## src/rtl/chirp_seq_pkg.sv

```systemverilog
package chirp_seq_pkg;
  typedef enum logic [1:0] {
    PH_IDLE = 2'd0,
    PH_PRE  = 2'd1,
    PH_SYNC = 2'd2,
    PH_BODY = 2'd3
  } phase_e;
endpackage

```

## src/rtl/chirp_sym_timer.sv

```systemverilog
// Counts clocks within a symbol; long symbols add a quiet gap after the chirp slot.
module chirp_sym_timer #(
  parameter int SYM_CLKS = 1200,
  parameter int GAP_CLKS = 168,
  localparam int LONG_CLKS = SYM_CLKS + GAP_CLKS,
  localparam int CNT_W = $clog2(LONG_CLKS)
) (
  input  logic clk,
  input  logic rst,
  input  logic hold_zero,
  input  logic long_sym,
  output logic sym_last,
  output logic in_chirp
);
  logic [CNT_W-1:0] cnt;

  always_comb begin
    if (long_sym) sym_last = (cnt == CNT_W'(LONG_CLKS - 1));
    else          sym_last = (cnt == CNT_W'(SYM_CLKS - 1));
    in_chirp = (cnt < CNT_W'(SYM_CLKS));
  end

  always_ff @(posedge clk) begin
    if (rst || hold_zero || sym_last) cnt <= '0;
    else                              cnt <= cnt + 1'b1;
  end
endmodule

```

## src/rtl/chirp_bit_select.sv

```systemverilog
// Holds the first character and the latest host bit; picks the bit for the current symbol.
module chirp_bit_select #(
  parameter int CHAR_W = 8,
  parameter int IDX_W  = 4
) (
  input  logic              clk,
  input  logic              rst,
  input  logic              load_char,
  input  logic [CHAR_W-1:0] char_in,
  input  logic              load_host,
  input  logic              host_in,
  input  logic [IDX_W-1:0]  idx,
  output logic              cur_bit
);
  logic [CHAR_W-1:0] char_q;
  logic              host_q;

  always_ff @(posedge clk) begin
    if (rst) begin
      char_q <= '0;
      host_q <= 1'b0;
    end else begin
      if (load_char) char_q <= char_in;
      if (load_host) host_q <= host_in;
    end
  end

  always_comb begin
    cur_bit = host_q;
    for (int i = 0; i < CHAR_W; i++) begin
      if (idx == IDX_W'(i)) cur_bit = char_q[i];
    end
  end
endmodule

```

## src/rtl/chirp_symbol_seq.sv

```systemverilog
module chirp_symbol_seq #(
  parameter int CHAR_W    = 8,
  parameter int SYNC_SYMS = 4,
  parameter int SYM_CLKS  = 1200,
  parameter int GAP_CLKS  = 168,
  localparam int MAX_IDX = (CHAR_W > SYNC_SYMS) ? CHAR_W : SYNC_SYMS,
  localparam int IDX_W   = $clog2(MAX_IDX + 1)
) (
  input  logic              clk,
  input  logic              rst,
  input  logic              start_req,
  input  logic [CHAR_W-1:0] first_char,
  input  logic              bit_valid,
  input  logic              bit_data,
  input  logic              lost,
  output logic              bit_take,
  output logic              chirp_on,
  output logic              phase_sel,
  output logic              amp_en
);
  import chirp_seq_pkg::*;

  phase_e           ph;
  logic [IDX_W-1:0] idx;
  logic             sym_last, in_chirp, cur_bit;
  logic             accept, take_now;

  assign accept   = (ph == PH_IDLE) && start_req;
  assign take_now = (ph == PH_BODY) && !lost && sym_last &&
                    (idx >= IDX_W'(CHAR_W - 1)) && bit_valid;

  chirp_sym_timer #(.SYM_CLKS(SYM_CLKS), .GAP_CLKS(GAP_CLKS)) u_timer (
    .clk(clk), .rst(rst),
    .hold_zero((ph == PH_IDLE) || lost),
    .long_sym(ph == PH_PRE),
    .sym_last(sym_last), .in_chirp(in_chirp)
  );

  chirp_bit_select #(.CHAR_W(CHAR_W), .IDX_W(IDX_W)) u_bits (
    .clk(clk), .rst(rst),
    .load_char(accept), .char_in(first_char),
    .load_host(take_now), .host_in(bit_data),
    .idx(idx), .cur_bit(cur_bit)
  );

  // phase sequencing
  always_ff @(posedge clk) begin
    if (rst) begin
      ph  <= PH_IDLE;
      idx <= '0;
    end else if (ph == PH_IDLE) begin
      if (start_req) begin
        ph  <= PH_PRE;
        idx <= '0;
      end
    end else if (lost) begin
      ph  <= PH_IDLE;
      idx <= '0;
    end else if (sym_last) begin
      unique case (ph)
        PH_PRE: begin
          if (idx == IDX_W'(CHAR_W - 1)) begin
            ph  <= PH_SYNC;
            idx <= '0;
          end else idx <= idx + 1'b1;
        end
        PH_SYNC: begin
          if (idx == IDX_W'(SYNC_SYMS - 1)) begin
            ph  <= PH_BODY;
            idx <= '0;
          end else idx <= idx + 1'b1;
        end
        PH_BODY: begin
          if (idx < IDX_W'(CHAR_W - 1)) idx <= idx + 1'b1;
          else if (bit_valid)           idx <= IDX_W'(CHAR_W);
          else begin
            ph  <= PH_IDLE;
            idx <= '0;
          end
        end
        default: ph <= PH_IDLE;
      endcase
    end
  end

  // registered symbol commands
  always_ff @(posedge clk) begin
    if (rst) begin
      amp_en    <= 1'b0;
      chirp_on  <= 1'b0;
      phase_sel <= 1'b0;
      bit_take  <= 1'b0;
    end else begin
      amp_en   <= (ph != PH_IDLE) && !lost;
      bit_take <= take_now;
      unique case (ph)
        PH_PRE: begin
          chirp_on  <= cur_bit && in_chirp && !lost;
          phase_sel <= 1'b0;
        end
        PH_SYNC: begin
          chirp_on  <= !lost;
          phase_sel <= idx[0] && !lost;
        end
        PH_BODY: begin
          chirp_on  <= !lost;
          phase_sel <= !cur_bit && !lost;
        end
        default: begin
          chirp_on  <= 1'b0;
          phase_sel <= 1'b0;
        end
      endcase
    end
  end
endmodule

```

## config.mk

```make
export PLATFORM = sky130hd
export DESIGN_NAME = chirp_symbol_seq
export DESIGN_NICKNAME = d
export VERILOG_FILES = /design/src/rtl/chirp_seq_pkg.sv /design/src/rtl/chirp_sym_timer.sv /design/src/rtl/chirp_bit_select.sv /design/src/rtl/chirp_symbol_seq.sv
export SDC_FILE = /design/constraint.sdc
export NUM_CORES = 1
export LEC_CHECK = 0
export BUFFER_PORTS_ARGS = -buffer_cell sky130_fd_sc_hd__buf_2
export CORE_MARGIN = 4
export CORE_UTILIZATION = 58
export DETAILED_ROUTE_END_ITERATION = 6
export GPL_TIMING_DRIVEN = 0
export PLACE_DENSITY = 0.76
export SYNTH_ARGS = -nofsm -noshare
export SYNTH_HDL_FRONTEND = slang
export SYNTH_SLANG_ARGS = --single-unit
```

## constraint.sdc

```tcl
create_clock -name clk -period 2.1 [get_ports clk]
set_input_delay 0.42 -clock clk [delete_from_list [all_inputs] [get_ports clk]]
set_output_delay 0.42 -clock clk [all_outputs]
set_load 0.005 [all_outputs]
```

Yosys cells after proc, flatten, opt, wreduce, memory -nomap -nowiden. Cells that the tools add are included.

Memories kept: 0. Output and inout bits: 4. Memory bits (writable): 0. Bits in registers: 30. Latch bits: 0. Memory bits (read-only): 0.

Magnitude comparators: 3. Shifts and indexed selects: 0. Equal/unequal tests: 17. Div/mod/pow operators: 0. Multiply operators: 0. Add/subtract/negate cells: 2. Bitwise logic cells: 0. Reductions and logical operators: 23. Multiplexer cells: 29.

Operator list (count): $mux 4 (8); $eq 11x11->1 const B (2); $eq 4x3->1 const B (4); $mux 2 (8); $ne 4x4->1 const B (4); $pmux 4 s3 (1); $add 11x1->11 const B (1); $lt 11x11->1 const B (1); $logic_and 1x1->1 (10); $mux 1 (9); $eq 4x2->1 const B (2); $pmux 2 s3 (1); $reduce_and 6->1 (1); $reduce_bool 5->1 (1); $add 4x1->4 const B (1); $eq 2x2->1 const B (2); $eq 4x1->1 const B (1); $ge 4x3->1 const B (1); $logic_not 4->1 (1); $lt 4x3->1 const B (1); $pmux 1 s2 (2); $logic_or 1x1->1 (3); $reduce_and 3->1 (1); $reduce_bool 3->1 (1); other kinds (6) (7).

Longest topological paths before layout.
Depth after elaboration: 12. Gate-level depth with buffers: 9. Mapped depth without buffers: 7.

Cells and area by module. A second synthesis with hierarchy kept.

Cell total of the unflattened synthesis: 200. Area total of the unflattened synthesis: 1771.7 um2.

By module, submodules not included: chirp_symbol_seq (cells each 93, times used 1, area an instance 783.3 um2); chirp_sym_timer (cells each 61, times used 1, area an instance 551.8 um2); chirp_bit_select (cells each 46, times used 1, area an instance 436.7 um2).

Worst setup path before layout. Ideal clock, no wire load.

Path kind: reg2reg. Start: register ph[1]. End: register ph[0]. Cell stages (with the launch flop): 8. Arrival: 1.723 ns. Path buffers: 0. Required time: 1.964 ns. Library setup time: 0.136 ns. Period minus slack after synthesis: 1.859 ns. Setup slack: 0.241 ns. Path through: dfxtp_1 -> inv_1 -> ha_1 -> or3_1 -> a21oi_1 -> o221ai_2 -> a2111oi_0 -> a211oi_1.

Word-level cells in the longest chain between the ends: 5.

RTL lines: from (decl) (line chirp_symbol_seq.sv:23) `phase_e ph;`; from (signal assigned) (line chirp_symbol_seq.sv:49) `ph <= PH_IDLE;`; from (signal assigned) (line chirp_symbol_seq.sv:53) `ph <= PH_PRE;`; from (signal assigned) (line chirp_symbol_seq.sv:57) `ph <= PH_IDLE;`; $eq 2x2->1 / $eq 2x1->1 (equally long branches) (line chirp_symbol_seq.sv:60, chirp_symbol_seq.sv:35); $pmux 2 s3 (line chirp_symbol_seq.sv:60) `unique case (ph)`; $mux 2 (line chirp_symbol_seq.sv:59) `end else if (sym_last) begin`; $mux 2 (line chirp_symbol_seq.sv:56) `end else if (lost) begin`; $mux 2 (line chirp_symbol_seq.sv:51) `end else if (ph == PH_IDLE) begin`.

Parallel ways exist; a longest one is shown, timed or not. The select of a mux whose other input is x is not followed. A chain may end at the register's enable or synchronous reset.

Final worst setup path.
Start: register ph[1]. End: register idx[0].

Word-level cells in the longest chain between the ends: 5.

RTL lines: $eq 2x2->1 / $eq 2x1->1 (equally long branches) (line chirp_symbol_seq.sv:60, chirp_symbol_seq.sv:35); $pmux 4 s3 (line chirp_symbol_seq.sv:60); $mux 4 (line chirp_symbol_seq.sv:59); $mux 4 (line chirp_symbol_seq.sv:56); $mux 4 (line chirp_symbol_seq.sv:51); to (signal assigned) (line chirp_symbol_seq.sv:65) `end else idx <= idx + 1'b1;`; to (signal assigned) (line chirp_symbol_seq.sv:71) `end else idx <= idx + 1'b1;`; to (signal assigned) (line chirp_symbol_seq.sv:74) `if (idx < IDX_W'(CHAR_W - 1)) idx <= idx + 1'b1;`; to (decl) (line chirp_symbol_seq.sv:24) `logic [IDX_W-1:0] idx;`.

Parallel ways exist; a longest one is shown, timed or not. The select of a mux whose other input is x is not followed.

==> flow_metrics.py <==
metrics = {
    "synth": {
        "synth_compound_area_frac": 0.196,
        "muxShareOfSynthArea": 0.0118,
        "synth_adder_area_share": 0.0738,
        "ys.flop_type": "dfxtp_1",
        "syn_inst": 205,
        "ys_async_sr_fraction": 0,
        "yosys.area_share.simple": 0.277,
        "synth_top_family_by_area": "simple AND/OR/NAND/NOR gates",
        "ys_ff_latch": 30,
        "synthDistinctLibCells": 44,
        "synth_warnings": 0,
        "synth-edff-count": 0,
        "seq_area_frac_synth": 0.354,
        "syn_avg_cell_area_um2": 8.27,
        "netlist_area_mm2": 0.00170,
        "syn_nets": 229,
        "synthXorXnorAreaFrac": 0.0465,
    },
    "timing": {
        "setup_violations": 0,
        "min_period_ps": 1950,
        "finClkSkew_ps": 13.0,
        "slew_headroom": 0.687,
        "final_hold_viol_count": 0,
        "rsz0062_at_grt": "no",
        "fin_crit_sh": 0.931,
        "drv_slew": 0,
        "max_freq_mhz": 512,
        "tightest_slew_ps": 470,
        "setup_ws_ps": 145,
        "whs_ps": 303,
    },
    "grt": {
        "grt_pass1_vias": 1339,
        "gr-total-overflow": 0,
        "grt_max_degree": 11,
        "grt_pass1_wl_um": 6210,
        "track_usage": 0.223,
        "antenna_found_initial": 0,
    },
    "critical_path": {
        "worstRegToRegCells": 8,
        "critPathMaxFanout": 7,
        "cp-start-kind": "register",
        "critPathKind": "register to register",
        "arrival_ps": 2190,
        "endpoint_kind": "register",
        "cp.required_ps": 2330,
    },
    "die": {
        "die_h_um": 62.1,
        "die_w_um": 62.1,
        "start_util": 0.610,
        "core_mm2": 0.00278,
        "pin_count": 18,
        "die_area_mm2": 0.00385,
        "rows": 19,
    },
    "cts": {
        "path_clk_slew_ps": 100,
        "clock_path_buffers": 2,
        "cts_setup_buffers": 0,
        "clk-insertion-delay-late_ps": 340,
        "cts_root_buf": "clkbuf_4",
        "cts.sinks": 30,
        "cts_tree": "built",
        "htree_levels": 2,
        "cts_buffers": 5,
        "ctsHoldBuffers": 0,
    },
    "routing": {
        "vias_per_cell": 5.86,
        "wirelength_um": 3680,
        "first_pass_iters": 5,
        "drt-wirelength-per-cell_um": 14.3,
        "drc": 0,
        "antenna_left": 0,
        "drt_iter0_drc": 95,
        "vias": 1512,
    },
    "power": {
        "ir_drop_v": 0.000582,
        "cellPowerDensity_mw_per_mm2": 639,
        "p_leak_nw": 0.765,
    },
    "cells_and_area": {
        "synthToLayoutAreaGrowth_pct": 14.2,
        "n_fill_cell": 239,
        "nets": 251,
        "drive_above_1_share": 0.176,
        "antennaDiodeCount": 0,
        "instances_no_fill": 258,
    },
    "placement": {
        "io_buffers": 16,
        "pre_cts_slack_ps": -62.1,
        "detailed_place_hpwl_um": 2690,
        "placed_cells": 252,
        "place_congestion": 0.859,
    },
    "min_path": {
        "hp-class": "input pin to register",
        "whs_path_depth": 3,
    },
    "status": {
        "status": "complete, no violations",
    },
    "run": {
        "cap_violations": 0,
    },
}
registers in the layout, summed over array words and instances (netlist names), 2 cells and up:
| name | cells |
|---|---|
| u_timer.cnt | 11 |
| u_bits.char_q | 8 |
| ph | 2 |
| idx | 4 |
routing by layer:
metal,vias to the layer above,global-route usage,part of all wire
li1,778,-,-
met1,699,0.324,0.50
met2,30,0.311,0.44
met3,5,0.0620,0.048
met4,0,0.0818,0.013
met5,-,0,0
kinds of logic after synthesis:
logic type / count (synthesis)
AOI/OAI and AO/OA: 47
xor gates and xnor gates: 9
adders and majority gates: 10
buffers and inverters: 18
DFF: 30
muxes: 2
and+or+nand+nor: 89
cells in the final DEF, fill, tap and decap left out, types with 2 or more instances in the layout:
master | netlist | final
a21o_1 | 3 | 3
and2_1 | 3 | 3
a31oi_1 | 2 | 2
dfxtp_1 | 30 | 27
inv_1 | 10 | 10
o2111ai_1 | 2 | 2
nor3_1 | 2 | 2
o21ai_0 | 6 | 6
and3_1 | 6 | 6
clkbuf_4 | 0 | 5
a21oi_1 | 14 | 13
a2111oi_1 | 0 | 3
nand2_1 | 25 | 24
nand3_1 | 11 | 11
nand2b_1 | 9 | 9
dfxtp_2 | 0 | 2
nand3b_1 | 3 | 3
or3_1 | 2 | 2
nor2_1 | 15 | 15
o31ai_1 | 5 | 5
clkbuf_1 | 6 | 4
nor2b_1 | 4 | 4
nand4b_1 | 2 | 2
ha_1 | 10 | 8
ha_2 | 0 | 2
xor2_1 | 8 | 8
buf_2 | 1 | 17
mux2i_1 | 2 | 2
worst max-delay path, cell delays in order (launching register included):
cell and delay [ps]:
dfxtp_4 380, inv_1 90, ha_1 370, inv_1 120
o32ai_1 160, a211oi_2 90, or2_2 300, buf_2 150
a22o_1 190
stage by stage:
stage	instance area (µm²)	total power, mW	util	TNS [ps]
5_1_grt	1940	1.30	0.696	0
4_1_cts	1910	1.23	0.686	0
6_report	1940	1.24	0.696	0
3_5_place_dp	1810	0.755	0.652	-231
3_3_place_gp	1810	0.749	0.652	-40.8
2_1_floorplan	1700	0.712	-	0
where the power goes:
part / internal, mW / switching (mW) / total, mW
Combinational: 0.0625 / 0.0905 / 0.153
Clock: 0.277 / 0.206 / 0.483
Sequential: 0.587 / 0.0146 / 0.601
Total: 0.926 / 0.312 / 1.24
area by class of cell:
class | instances | area (µm²) | share of cell area
Tap cell | 31 | 38.8 | 0.0200
Sequential cell | 30 | 607 | 0.313
Clock inverter | 1 | 30.0 | 0.0155
Timing Repair Buffer | 16 | 80.1 | 0.0413
Inverter | 10 | 37.5 | 0.0194
Multi-Input combinational cell | 157 | 1060 | 0.549
Buffer | 7 | 28.8 | 0.0149
Clock buffer | 6 | 51.3 | 0.0265
timing repair:
item	CTS	global route
pin swaps	0	2
endpoints found under the setup margin	8	17
resized for setup	5	12
synthesized netlist by cell type (all sizes together), types with 2 or more instances:
library cell	number	area, µm²
dfxtp	30	601
nand2	25	93.8
and3	6	37.5
xor2	8	70.1
nand2b	9	56.3
nor2b	4	25.0
o21ai	6	30.0
nand3	11	55.1
or3	2	12.5
a21o	3	22.5
clkbuf	6	22.5
a2111oi	4	35.0
and4bb	2	25.0
nor3	3	20.0
inv	10	37.5
a31oi	2	12.5
nor2	15	56.3
o2111ai	2	17.5
mux2i	2	20.0
buf	2	8.75
ha	10	125
nand3b	3	22.5
and2	3	18.8
o31ai	5	37.5
nand4b	2	17.5
a21oi	14	70.1
a211oi	2	15.0
worst paths after layout:
| check | slack [ps] | startpoint | end |
|---|---|---|---|
| worst min-delay path | 300 | first_char[2] | u_bits.char_q[2] |
| worst max-delay path | 150 | ph[1] | idx[0] |
| worst min register to register | 440 | u_timer.cnt[0] | u_timer.cnt[0] |
| worst max register to register | 150 | ph[1] | idx[0] |
Note: power is estimated with default switching activity, not from simulation.
